[src/rtl/vint_pkg.sv]
package vint_pkg;

   typedef enum logic [2:0] {
      ST_IDLE,
      ST_MASK,
      ST_SAVE,
      ST_ACK,
      ST_RD_HND,
      ST_RD_PRI,
      ST_LOAD
   } vint_state_e;

endpackage

[src/rtl/vint_fsm.sv]
module vint_fsm
   import vint_pkg::*;
#(
   parameter int ACK_HOLD = 2
) (
   input  logic        clk,
   input  logic        rst_n,
   input  logic        start_i,
   output vint_state_e state_o,
   output logic        ack_last_o
);

   localparam int CW = (ACK_HOLD > 1) ? $clog2(ACK_HOLD) : 1;

   vint_state_e state_q, state_d;

   if (ACK_HOLD < 1) begin : g_bad_hold
      $error("vint_fsm: ACK_HOLD must be at least 1");
   end

   if (ACK_HOLD == 1) begin : g_ack_one
      assign ack_last_o = (state_q == ST_ACK);
   end else begin : g_ack_cnt
      logic [CW-1:0] cnt_q;
      logic          last;
      assign last = (cnt_q == CW'(ACK_HOLD - 1));
      always_ff @(posedge clk or negedge rst_n) begin
         if (!rst_n) begin
            cnt_q <= '0;
         end else if (state_q == ST_ACK && !last) begin
            cnt_q <= cnt_q + CW'(1);
         end else begin
            cnt_q <= '0;
         end
      end
      assign ack_last_o = (state_q == ST_ACK) && last;
   end

   always_comb begin
      state_d = state_q;
      unique case (state_q)
         ST_IDLE:   if (start_i) state_d = ST_MASK;
         ST_MASK:   state_d = ST_SAVE;
         ST_SAVE:   state_d = ST_ACK;
         ST_ACK:    if (ack_last_o) state_d = ST_RD_HND;
         ST_RD_HND: state_d = ST_RD_PRI;
         ST_RD_PRI: state_d = ST_LOAD;
         ST_LOAD:   state_d = ST_IDLE;
         default:   state_d = ST_IDLE;
      endcase
   end

   always_ff @(posedge clk or negedge rst_n) begin
      if (!rst_n) state_q <= ST_IDLE;
      else        state_q <= state_d;
   end

   assign state_o = state_q;

   AST_START_TO_MASK: assert property (@(posedge clk) disable iff (!rst_n)
      (state_q == ST_IDLE && start_i) |=> (state_q == ST_MASK));
   AST_ACK_EXIT: assert property (@(posedge clk) disable iff (!rst_n)
      (state_q == ST_ACK && ack_last_o) |=> (state_q == ST_RD_HND));
   AST_NO_RESTART: assert property (@(posedge clk) disable iff (!rst_n)
      (state_q != ST_IDLE && state_q != ST_LOAD) |=> (state_q != ST_IDLE));

endmodule

[src/rtl/vint_capture.sv]
module vint_capture
   import vint_pkg::*;
#(
   parameter int ADDR_W = 16,
   parameter int DATA_W = 16,
   parameter int PSR_W  = 16,
   parameter int VEC_W  = 10
) (
   input  logic              clk,
   input  logic              rst_n,
   input  vint_state_e       state_i,
   input  logic              start_i,
   input  logic              ack_last_i,
   input  logic [ADDR_W-1:0] pc_i,
   input  logic [PSR_W-1:0]  psr_i,
   input  logic [VEC_W-1:0]  io_data_i,
   input  logic [DATA_W-1:0] mem_rdata_i,
   output logic [ADDR_W-1:0] saved_pc_o,
   output logic [PSR_W-1:0]  saved_psr_o,
   output logic [ADDR_W-1:0] mem_addr_o,
   output logic [ADDR_W-1:0] handler_o
);

   logic [ADDR_W-1:0] pc_q, hnd_q, vec_ext;
   logic [PSR_W-1:0]  psr_q;
   logic [VEC_W-1:0]  vec_q;

   always_ff @(posedge clk or negedge rst_n) begin
      if (!rst_n) begin
         pc_q  <= '0;
         psr_q <= '0;
      end else if (start_i) begin
         pc_q  <= pc_i;
         psr_q <= psr_i;
      end
   end

   always_ff @(posedge clk or negedge rst_n) begin
      if (!rst_n)                            vec_q <= '0;
      else if (state_i == ST_ACK && ack_last_i) vec_q <= io_data_i;
   end

   always_ff @(posedge clk or negedge rst_n) begin
      if (!rst_n)                    hnd_q <= '0;
      else if (state_i == ST_RD_PRI) hnd_q <= mem_rdata_i[ADDR_W-1:0];
   end

   assign vec_ext     = ADDR_W'(vec_q);
   assign mem_addr_o  = (state_i == ST_RD_PRI) ? vec_ext + ADDR_W'(1) : vec_ext;
   assign saved_pc_o  = pc_q;
   assign saved_psr_o = psr_q;
   assign handler_o   = hnd_q;

   AST_VEC_HELD: assert property (@(posedge clk) disable iff (!rst_n)
      (state_i == ST_RD_PRI) |-> $stable(vec_q));
   AST_RD_ADDR_STEP: assert property (@(posedge clk) disable iff (!rst_n)
      (state_i == ST_RD_PRI) |-> (mem_addr_o == $past(mem_addr_o) + ADDR_W'(1)));

endmodule

[src/rtl/vint_psr_fmt.sv]
module vint_psr_fmt #(
   parameter int PSR_W  = 16,
   parameter int PRIO_W = 3
) (
   input  logic [PSR_W-1:0]  psr_i,
   input  logic [PRIO_W-1:0] prio_i,
   output logic [PSR_W-1:0]  masked_o,
   output logic [PSR_W-1:0]  handler_psr_o
);

   localparam int IE_POS = PRIO_W;

   always_comb begin
      masked_o         = psr_i;
      masked_o[IE_POS] = 1'b0;
      handler_psr_o    = psr_i;
      handler_psr_o[IE_POS] = 1'b1;
      for (int i = 0; i < PRIO_W; i++) begin
         handler_psr_o[i] = prio_i[i];
      end
   end

endmodule

[src/rtl/vint_entry_seq.sv]
module vint_entry_seq
   import vint_pkg::*;
#(
   parameter int ADDR_W   = 16,
   parameter int DATA_W   = 16,
   parameter int PSR_W    = 16,
   parameter int PRIO_W   = 3,
   parameter int VEC_W    = 10,
   parameter int ACK_HOLD = 2
) (
   input  logic              clk,
   input  logic              rst_n,
   input  logic              instr_bnd_i,
   input  logic              int_i,
   output logic              ack_o,
   input  logic [VEC_W-1:0]  io_data_i,
   output logic              mem_rd_o,
   output logic [ADDR_W-1:0] mem_addr_o,
   input  logic [DATA_W-1:0] mem_rdata_i,
   input  logic [ADDR_W-1:0] pc_i,
   input  logic [PSR_W-1:0]  psr_i,
   output logic              save_o,
   output logic [ADDR_W-1:0] save_pc_o,
   output logic [PSR_W-1:0]  save_psr_o,
   output logic              pc_load_o,
   output logic [ADDR_W-1:0] pc_load_val_o,
   output logic              psr_load_o,
   output logic [PSR_W-1:0]  psr_load_val_o,
   output logic              busy_o
);

   localparam int IE_POS = PRIO_W;

   if (PSR_W <= IE_POS) begin : g_bad_psr
      $error("vint_entry_seq: PSR_W too narrow for priority and enable");
   end
   if (DATA_W < ADDR_W || DATA_W < PRIO_W) begin : g_bad_data
      $error("vint_entry_seq: DATA_W must hold an address and a priority");
   end
   if (ADDR_W <= VEC_W) begin : g_bad_vec
      $error("vint_entry_seq: ADDR_W must exceed VEC_W");
   end

   vint_state_e       state;
   logic              ack_last, start;
   logic [ADDR_W-1:0] handler;
   logic [PSR_W-1:0]  masked_psr, handler_psr;

   assign start = (state == ST_IDLE) && instr_bnd_i && int_i && psr_i[IE_POS];

   vint_fsm #(.ACK_HOLD(ACK_HOLD)) u_fsm (
      .clk        (clk),
      .rst_n      (rst_n),
      .start_i    (start),
      .state_o    (state),
      .ack_last_o (ack_last)
   );

   vint_capture #(
      .ADDR_W(ADDR_W), .DATA_W(DATA_W), .PSR_W(PSR_W), .VEC_W(VEC_W)
   ) u_capture (
      .clk         (clk),
      .rst_n       (rst_n),
      .state_i     (state),
      .start_i     (start),
      .ack_last_i  (ack_last),
      .pc_i        (pc_i),
      .psr_i       (psr_i),
      .io_data_i   (io_data_i),
      .mem_rdata_i (mem_rdata_i),
      .saved_pc_o  (save_pc_o),
      .saved_psr_o (save_psr_o),
      .mem_addr_o  (mem_addr_o),
      .handler_o   (handler)
   );

   vint_psr_fmt #(.PSR_W(PSR_W), .PRIO_W(PRIO_W)) u_psr_fmt (
      .psr_i         (psr_i),
      .prio_i        (mem_rdata_i[PRIO_W-1:0]),
      .masked_o      (masked_psr),
      .handler_psr_o (handler_psr)
   );

   assign busy_o         = (state != ST_IDLE) || start;
   assign ack_o          = (state == ST_ACK);
   assign save_o         = (state == ST_SAVE);
   assign mem_rd_o       = (state == ST_RD_HND) || (state == ST_RD_PRI);
   assign pc_load_o      = (state == ST_LOAD);
   assign pc_load_val_o  = handler;
   assign psr_load_o     = (state == ST_MASK) || (state == ST_LOAD);
   assign psr_load_val_o = (state == ST_LOAD) ? handler_psr : masked_psr;

   AST_ACK_QUIET_MEM: assert property (@(posedge clk) disable iff (!rst_n)
      ack_o |-> !mem_rd_o);
   AST_SAVE_AFTER_MASK: assert property (@(posedge clk) disable iff (!rst_n)
      save_o |-> ($past(psr_load_o) && !$past(psr_load_val_o[IE_POS])));
   AST_MASK_CLEARS_IE: assert property (@(posedge clk) disable iff (!rst_n)
      (psr_load_o && !pc_load_o) |-> !psr_load_val_o[IE_POS]);
   AST_ENTRY_SETS_IE: assert property (@(posedge clk) disable iff (!rst_n)
      pc_load_o |-> (psr_load_o && psr_load_val_o[IE_POS] && $past(mem_rd_o)));
   AST_BUSY_COVERS: assert property (@(posedge clk) disable iff (!rst_n)
      (ack_o || mem_rd_o || save_o || pc_load_o) |-> busy_o);
   AST_ENTRY_GATED: assert property (@(posedge clk) disable iff (!rst_n)
      $rose(busy_o) |-> (instr_bnd_i && int_i && psr_i[IE_POS]));

endmodule

[config.mk]
export PLATFORM = sky130hd
export DESIGN_NAME = vint_entry_seq
export DESIGN_NICKNAME = d
export VERILOG_FILES = /design/src/rtl/vint_pkg.sv /design/src/rtl/vint_fsm.sv /design/src/rtl/vint_capture.sv /design/src/rtl/vint_psr_fmt.sv /design/src/rtl/vint_entry_seq.sv
export SDC_FILE = /design/constraint.sdc
export NUM_CORES = 1
export LEC_CHECK = 0
export ABC_AREA = 1
export BUFFER_PORTS_ARGS = -buffer_cell sky130_fd_sc_hd__buf_2
export CAP_MARGIN = 10
export CORE_ASPECT_RATIO = 0.75
export CORE_MARGIN = 2
export CORE_UTILIZATION = 35
export DETAILED_ROUTE_END_ITERATION = 8
export SKIP_LAST_GASP = 1
export SYNTH_ARGS = -nofsm -noshare
export SYNTH_HDL_FRONTEND = slang
export SYNTH_SLANG_ARGS = --single-unit
[constraint.sdc]
create_clock -name clk -period 1.31 [get_ports clk]
set_input_delay 0.1965 -clock clk [delete_from_list [all_inputs] [get_ports clk]]
set_output_delay 0.1965 -clock clk [all_outputs]
set_load 0.005 [all_outputs]
==> impl_results.md, run 1 <==
- Synth-to-layout area growth: 67.0%
- Maxcap violations: 0
- Rows: 28
- Vias in the first global route: 2,622
- CP endpoint: mem_addr_o[6]
- Commonest non-fill, non-tap cell in the layout: buf_2
- RSZ-0062 raised after global routing: yes
- Worst Hold Class: input pin to flip-flop
- GPL Wtd Cong: 0.847
- Most frequent cells in the layout: 138 x buf_2, 134 x nand2_1, 59 x dfrtp_1
- Reg area: 0.00156 mm^2
- Worst r2r src: u_fsm.state_o[2]$_DFFE_PN0P_
- Startpoint Class: flip-flop
- CTS H-tree depth: 3
- GRT Util Overall: 18.7%
- Mapped Cells: 347
- Number of port buffers: 142
- Antenna violations before repair: 0
- Post-synthesis sequential area ratio: approximately 54%
- Sequential Power Share: 35.2%
- Flops & latches, synth: 62
- Post-Synth Adder-Cell Area: less than 1%
- Net Sw Frac: 36.4%
- Worst-case hold slack: 53.3 ps
- CP cell instances: ha_2 -> inv_2 -> nor2_4 -> nand3_2 -> xor2_1 -> buf_2
- Clock root cell: clkbuf_8
- Core Region: a little under 0.008 mm^2
- Initial DRC count: just under 100
- Max Fclk: about 580 MHz
- Final worst slack: -406 ps
- Fin crit period: 1720 ps
- Avg WL per Cell: 13.2 um
- Failing checks: negative setup slack
- Max Slew Vio Count: 0
- Syn Area/Cell: 8.23 um^2
- Comb pwr share: 46.3%
- CTS tree: yes
- Post-DRT Antenna Nets: 0
- Clk slew on worst S/H paths: 70 ps
- Critical path required time: between 1000 and 1500 ps
- Synth Area in XOR/XNOR: 2.15%
- Worst Setup End Kind: output port
- # setup viols final: 67
- Internal power: 6.47 mW
- 1st-pass router iterations: 4
- Ant diodes: 0
- Die extent in y: 82.2 um
- Post-DP Area: about 0.0037 mm^2
- Leakage: 2.62 nW
- Largest net degree at the start of global routing: 63
- Design Area, Final: 0.00477 mm^2
- Mapped cell area: 0.00286 mm^2
- Width of the die: roughly 110 um
- Pwr/cell area: 2130 mW/mm^2
- CTS Buf Count: 9
- DRC: 0
- Initial Utilization: 36.1%
- Final period util: 131%
- Crit Path Category: flip-flop to output port
- Filler Cell Count: 727
- Synth Area in Simple Gates: between 30 and 40%
- Worst reg2reg path depth: 10
- DR vias/cell: 4.38
- Worst vdd ir: 1.54 mV
- Max Root-Sink Buffers: 2
- Total gr overflow: 0
- Ys Warns: 0
- Yosys cell types: 25
- Area occupied by multi-input gates: 0.00137 mm^2
- Layout cell share with drive strength beyond 1: 55.7%
- Critical path's slowest cell: dfrtp_1
- HPWL after DPL: 5210 um
- I/O Pins: 148
- Reg2Reg Setup Slack: -270 ps
- CTS sink cnt: between 60 and 70
- First-pass GRT wire length: 12,600 um
- Reg2Reg Capture Point: u_capture.saved_psr_o[12]$_DFFE_PN0P_
- Hold Violations, Final: 0
- Outcome: finished with violations
- Clk_lat worst skew: 340 ps
- Layout net count: 587
- Vias: 2,774
- Largest family of logic cells by synthesized area: simple AND/OR/NAND/NOR gates
- Detailed Route WL: between 8000 and 9000 um
- Die area: 0.00891 mm^2
- Critical path origin: u_capture.vec_q[1]$_DFFE_PN0P_
- Crit path largest cell delay: 420 ps
- Worst-path maximum fanout: 4
- Arr. time, crit path: 1520 ps
- Sw Pwr: 3.71 mW
- Clock power share: 18.5%
- Post-synthesis compound-gate area fraction: 2.10%
- Mux cell area share after synthesis: 0%
- Setup Skew: 11.2 ps
## per-stage QoR
| stage | cells | total power, mW | setup TNS (ps) | utilization (%) | setup WS [ps] |
|---|---|---|---|---|---|
| after floorplan | 351 | 5.16 | 0 | - | 63.5 |
| after global placement | 586 | 6.78 | -409 | 46.1 | -60.0 |
| after detailed placement | 586 | 6.86 | -2150 | 46.1 | -72.5 |
| after CTS | 624 | 9.40 | -12560 | 55.2 | -398 |
| after global routing | 633 | 11.0 | -19610 | 60.2 | -531 |
| final | 633 | 10.2 | -14260 | 60.2 | -406 |
## critical path: cells and delay by family, from the launching register on
kind	cells	cell delay (ps)
xor gates and xnor gates	1	150
DFF	1	420
adders and majority gates	1	200
buffers and inverters	2	190
and+or+nand+nor	2	220
## cell type report
class	instances	area share (%)
Clock buffer	11	3.17
Clock inverter	4	1.47
Inverter	20	2.23
Multi-Input combinational cell	239	28.7
Sequential cell	62	32.6
Tap cell	105	2.75
Timing Repair Buffer	190	28.5
Timing Repair inverter	2	0.577
## how the worst min path moves through the flow
| stage | start | to | slack (ps) | cells after the start |
|---|---|---|---|---|
| floorplan | rst_n | u_capture.handler_o[0]$_DFFE_PN0P_ | -100 | 0 |
| global placement | rst_n | u_capture.vec_q[7]$_DFFE_PN0P_ | 230 | 2 |
| detailed placement | rst_n | u_capture.vec_q[7]$_DFFE_PN0P_ | 240 | 2 |
| CTS | mem_rdata_i[9] | u_capture.handler_o[9]$_DFFE_PN0P_ | 50 | 3 |
| global route | mem_rdata_i[3] | u_capture.handler_o[3]$_DFFE_PN0P_ | 40 | 3 |
| finish | psr_i[9] | u_capture.saved_psr_o[9]$_DFFE_PN0P_ | 50 | 3 |
## power by group through the flow
stage	combinational [mW]	clock [mW]	sequential, mW
detailed placement	3.33	0	3.53
floorplan	1.62	0	3.53
finish	4.71	1.88	3.58
global route	5.27	2.02	3.74
global placement	3.27	0	3.51
CTS	3.96	1.92	3.52
## sequential cells by signal, summed over array words and instances (netlist names)
register	cells
u_capture.handler_o	16
u_capture.vec_q	10
u_fsm.g_ack_cnt.cnt_q	1
u_capture.saved_psr_o	16
u_fsm.state_o	3
u_capture.saved_pc_o	16
## Yosys cell counts, drive strengths merged
| cell | number | area share, % |
|---|---|---|
| clkbuf | 2 | 0.26 |
| nand3b | 2 | 0.53 |
| ha | 1 | 0.44 |
| a21oi | 3 | 0.53 |
| inv | 20 | 2.6 |
| dfrtp | 62 | 54 |
| nand2 | 177 | 23 |
| buf | 28 | 7.1 |
| o21ai | 9 | 1.6 |
| xnor2 | 4 | 1.2 |
| or2 | 1 | 0.22 |
| xor2 | 3 | 0.92 |
| nand3 | 16 | 3.4 |
| nand4 | 2 | 0.44 |
| conb | 1 | 0.13 |
| nor3 | 4 | 1.1 |
| nor2 | 12 | 2.0 |
## layer usage
| layer | wire [um] | global-route usage, % | part of all wire (%) |
|---|---|---|---|
| met5 | 0 | 0 | 0 |
| met4 | 79 | 4.62 | 0.95 |
| met3 | 489 | 5.49 | 5.9 |
| met2 | 4080 | 31.9 | 49 |
| met1 | 3700 | 23.5 | 44 |
## timing repair
item,4_1_cts,5_1_grt
cloned,4,3
setup buffers,19,12
setup endpoints to repair,56,80
pin swaps,19,38
hold endpoints to repair,62,0
resized for setup,67,92
hold buffers,1,0
## logic make-up (layout without fill, tap and decap cells)
logic type | after synthesis | count (layout)
AND/OR/NAND/NOR | 214 | 214
adder cells (fa/ha/maj) | 1 | 1
XOR/XNOR | 7 | 7
other | 1 | 5
AO/OA/AOI/OAI | 12 | 12
flip-flops | 62 | 62
buffers and inverters | 50 | 227
Power figures use the tool's default switching activity.
==> inputs of run 2 (changes only) <==
--- a/config.mk
+++ b/config.mk
@@ -12,7 +12,9 @@
 export CORE_MARGIN = 2
 export CORE_UTILIZATION = 35
 export DETAILED_ROUTE_END_ITERATION = 8
+export RECOVER_POWER = 25
 export SKIP_LAST_GASP = 1
 export SYNTH_ARGS = -nofsm -noshare
 export SYNTH_HDL_FRONTEND = slang
 export SYNTH_SLANG_ARGS = --single-unit
+export TNS_END_PERCENT = 100
==> run 2 against run 1 <==
Net effect:
- routed wire length rose by 0.32%
- die area did not move
- clock power barely moved
- critical path depth did not move
- the run still ends with negative setup slack left
- utilization fell by 0.35 points
- total power barely moved
- critical endpoint unchanged
- combinational power barely moved
- worst hold slack barely moved
- sequential share of layout area rose by 0.19 points
- final area fell by 0.58%
- global-route usage did not move
- final cell count did not move
==> impl_results.md, run 2 (synthesis gave the netlist of run 1 again) <==
- Commonest non-fill, non-tap cell in the layout: nand2_1
- CTS Buf Count: 9
- First-pass GRT wire length: 12,600 um
- Post-DP Area: 0.00365 mm^2
- Worst-Margin Slew: 791 ps
- Worst slew margin: between 40% and 50%
- HPWL after DPL: 5210 um
- Crit Path Category: flip-flop to output port
- I/O Pins: about 150
- Clk_lat worst skew: 340 ps
- Max Fclk: 583 MHz
- Failing checks: negative setup slack
- Outcome: finished with violations
- Fin crit period: about 1700 ps
- Max Slew Vio Count: 0
- Avg WL per Cell: between 10 and 15 um
- GPL Wtd Cong: 0.847
- Die area: between 0.008 and 0.009 mm^2
- Number of port buffers: between 100 and 150
- Width of the die: 108 um
- GRT Util Overall: 18.7%
- Leakage: 2.59 nW
- Layout net count: 587
- Worst Setup End Kind: output port
- Startpoint Class: flip-flop
- Finished Core Util: 59.9%
- Clk slew on worst S/H paths: 60 ps
- Rows: 28
- Worst-path maximum fanout: 4
- Critical path required time: 1110 ps
- Setup Skew: 11.2 ps
- Vias in the first global route: 2,622
- RSZ-0062 raised after global routing: yes
- Design Area, Final: about 0.0047 mm^2
- Core Region: 0.00792 mm^2
- Final worst slack: -406 ps
- DR vias/cell: 4.39
- # setup viols final: 67
- Initial DRC count: 86
- CTS tree: yes
- Layout cell share with drive strength beyond 1: 53.4%
- Pwr/cell area: 2140 mW/mm^2
- Post-DRT Antenna Nets: 0
- Die extent in y: just over 80 um
- CTS sink cnt: 62
- Most frequent cells in the layout: 134 x nand2_1, 126 x buf_2, 59 x dfrtp_1
- Vias: ~2,800
- Largest net degree at the start of global routing: 63
- Overall Power: 10.2 mW
- Worst-case hold slack: 53.3 ps
- Initial Utilization: 36.1%
- Synth-to-layout area growth: 66.0%
- CTS H-tree depth: 3
- Reg area: 0.00156 mm^2
- Final period util: 131%
- Arr. time, crit path: approximately 1500 ps
- Worst vdd ir: ~1.5 mV
- Maxcap violations: 0
- Clock root cell: clkbuf_8
- DRC: 0
- Ant diodes: 0
- Hold Violations, Final: 0
- Antenna violations before repair: 0
- Filler Cell Count: approximately 740
- 1st-pass router iterations: 4
- Total gr overflow: 0
- Detailed Route WL: 8370 um
- Area occupied by multi-input gates: 0.00137 mm^2
- Worst Hold Class: input pin to flip-flop
- Max Root-Sink Buffers: 2
run 2: changes by cell type in the layout (fill, tap and decap cells not counted):
cell,before,now
buf_2,138,126
clkbuf_1,0,12
buf_12,7,6
buf_4,15,16
run 2: final cells by class:
| class | count | area share [%] |
|---|---|---|
| Timing Repair inverter | 2 | 0.580 |
| Tap cell | 105 | 2.77 |
| Clock inverter | 4 | 1.48 |
| Sequential cell | 62 | 32.8 |
| Inverter | 20 | 2.24 |
| Multi-Input combinational cell | 239 | 28.9 |
| Clock buffer | 11 | 3.19 |
| Timing Repair Buffer | 190 | 28.0 |
run 2: what timing repair did:
item	4_1_cts	5_1_grt
buffers inserted	19	12
hold buffers	1	0
cloned	4	3
setup endpoints to repair	56	80
pin swaps	19	38
gates resized for setup	67	92
endpoints found under the hold margin	62	0
run 2: worst paths after layout:
kind | from | to | slack (ps) | cells after the start
setup / recovery | u_capture.vec_q[1]$_DFFE_PN0P_ | mem_addr_o[6] | -410 | 6
setup reg to reg | u_fsm.state_o[2]$_DFFE_PN0P_ | u_capture.saved_psr_o[12]$_DFFE_PN0P_ | -270 | 10
min in group asynchronous | rst_n | u_capture.saved_psr_o[12]$_DFFE_PN0P_ | 560 | 3
hold / removal | pc_i[4] | u_capture.saved_pc_o[4]$_DFFE_PN0P_ | 50 | 3
max in group asynchronous | rst_n | u_capture.vec_q[0]$_DFFE_PN0P_ | 190 | 3
hold reg to reg | u_capture.saved_psr_o[0]$_DFFE_PN0P_ | u_capture.saved_psr_o[0]$_DFFE_PN0P_ | 470 | 2
run 2: metrics by stage:
stage | setup TNS, ps | worst slack [ps] | instances
floorplan | 0 | 63.5 | 351
global placement | -409 | -60.0 | 586
detailed placement | -2150 | -72.5 | 586
CTS | -12560 | -398 | 624
global route | -19620 | -531 | 633
finish | -14270 | -406 | 633
run 2: critical path: stages (launching register included):
cell     delay [ps]
dfrtp_1         420
ha_2            200
inv_2            60
nor2_4          110
nand3_2         110
xor2_1          150
buf_2           130
run 2: layer usage:
layer	up-vias	GRT usage, %	share of wire, %
li1	1394	-	-
met1	1297	23.5	44
met5	-	0	0
met3	6	5.49	5.9
met4	0	4.62	0.94
met2	83	31.9	49
run 2: power by group:
part | leakage [nW] | total [mW] | switching [mW] | internal [mW]
Sequential | 0.760 | 3.58 | 0.709 | 2.87
Combinational | 1.71 | 4.71 | 2.28 | 2.43
Clock | 0.115 | 1.88 | 0.722 | 1.16
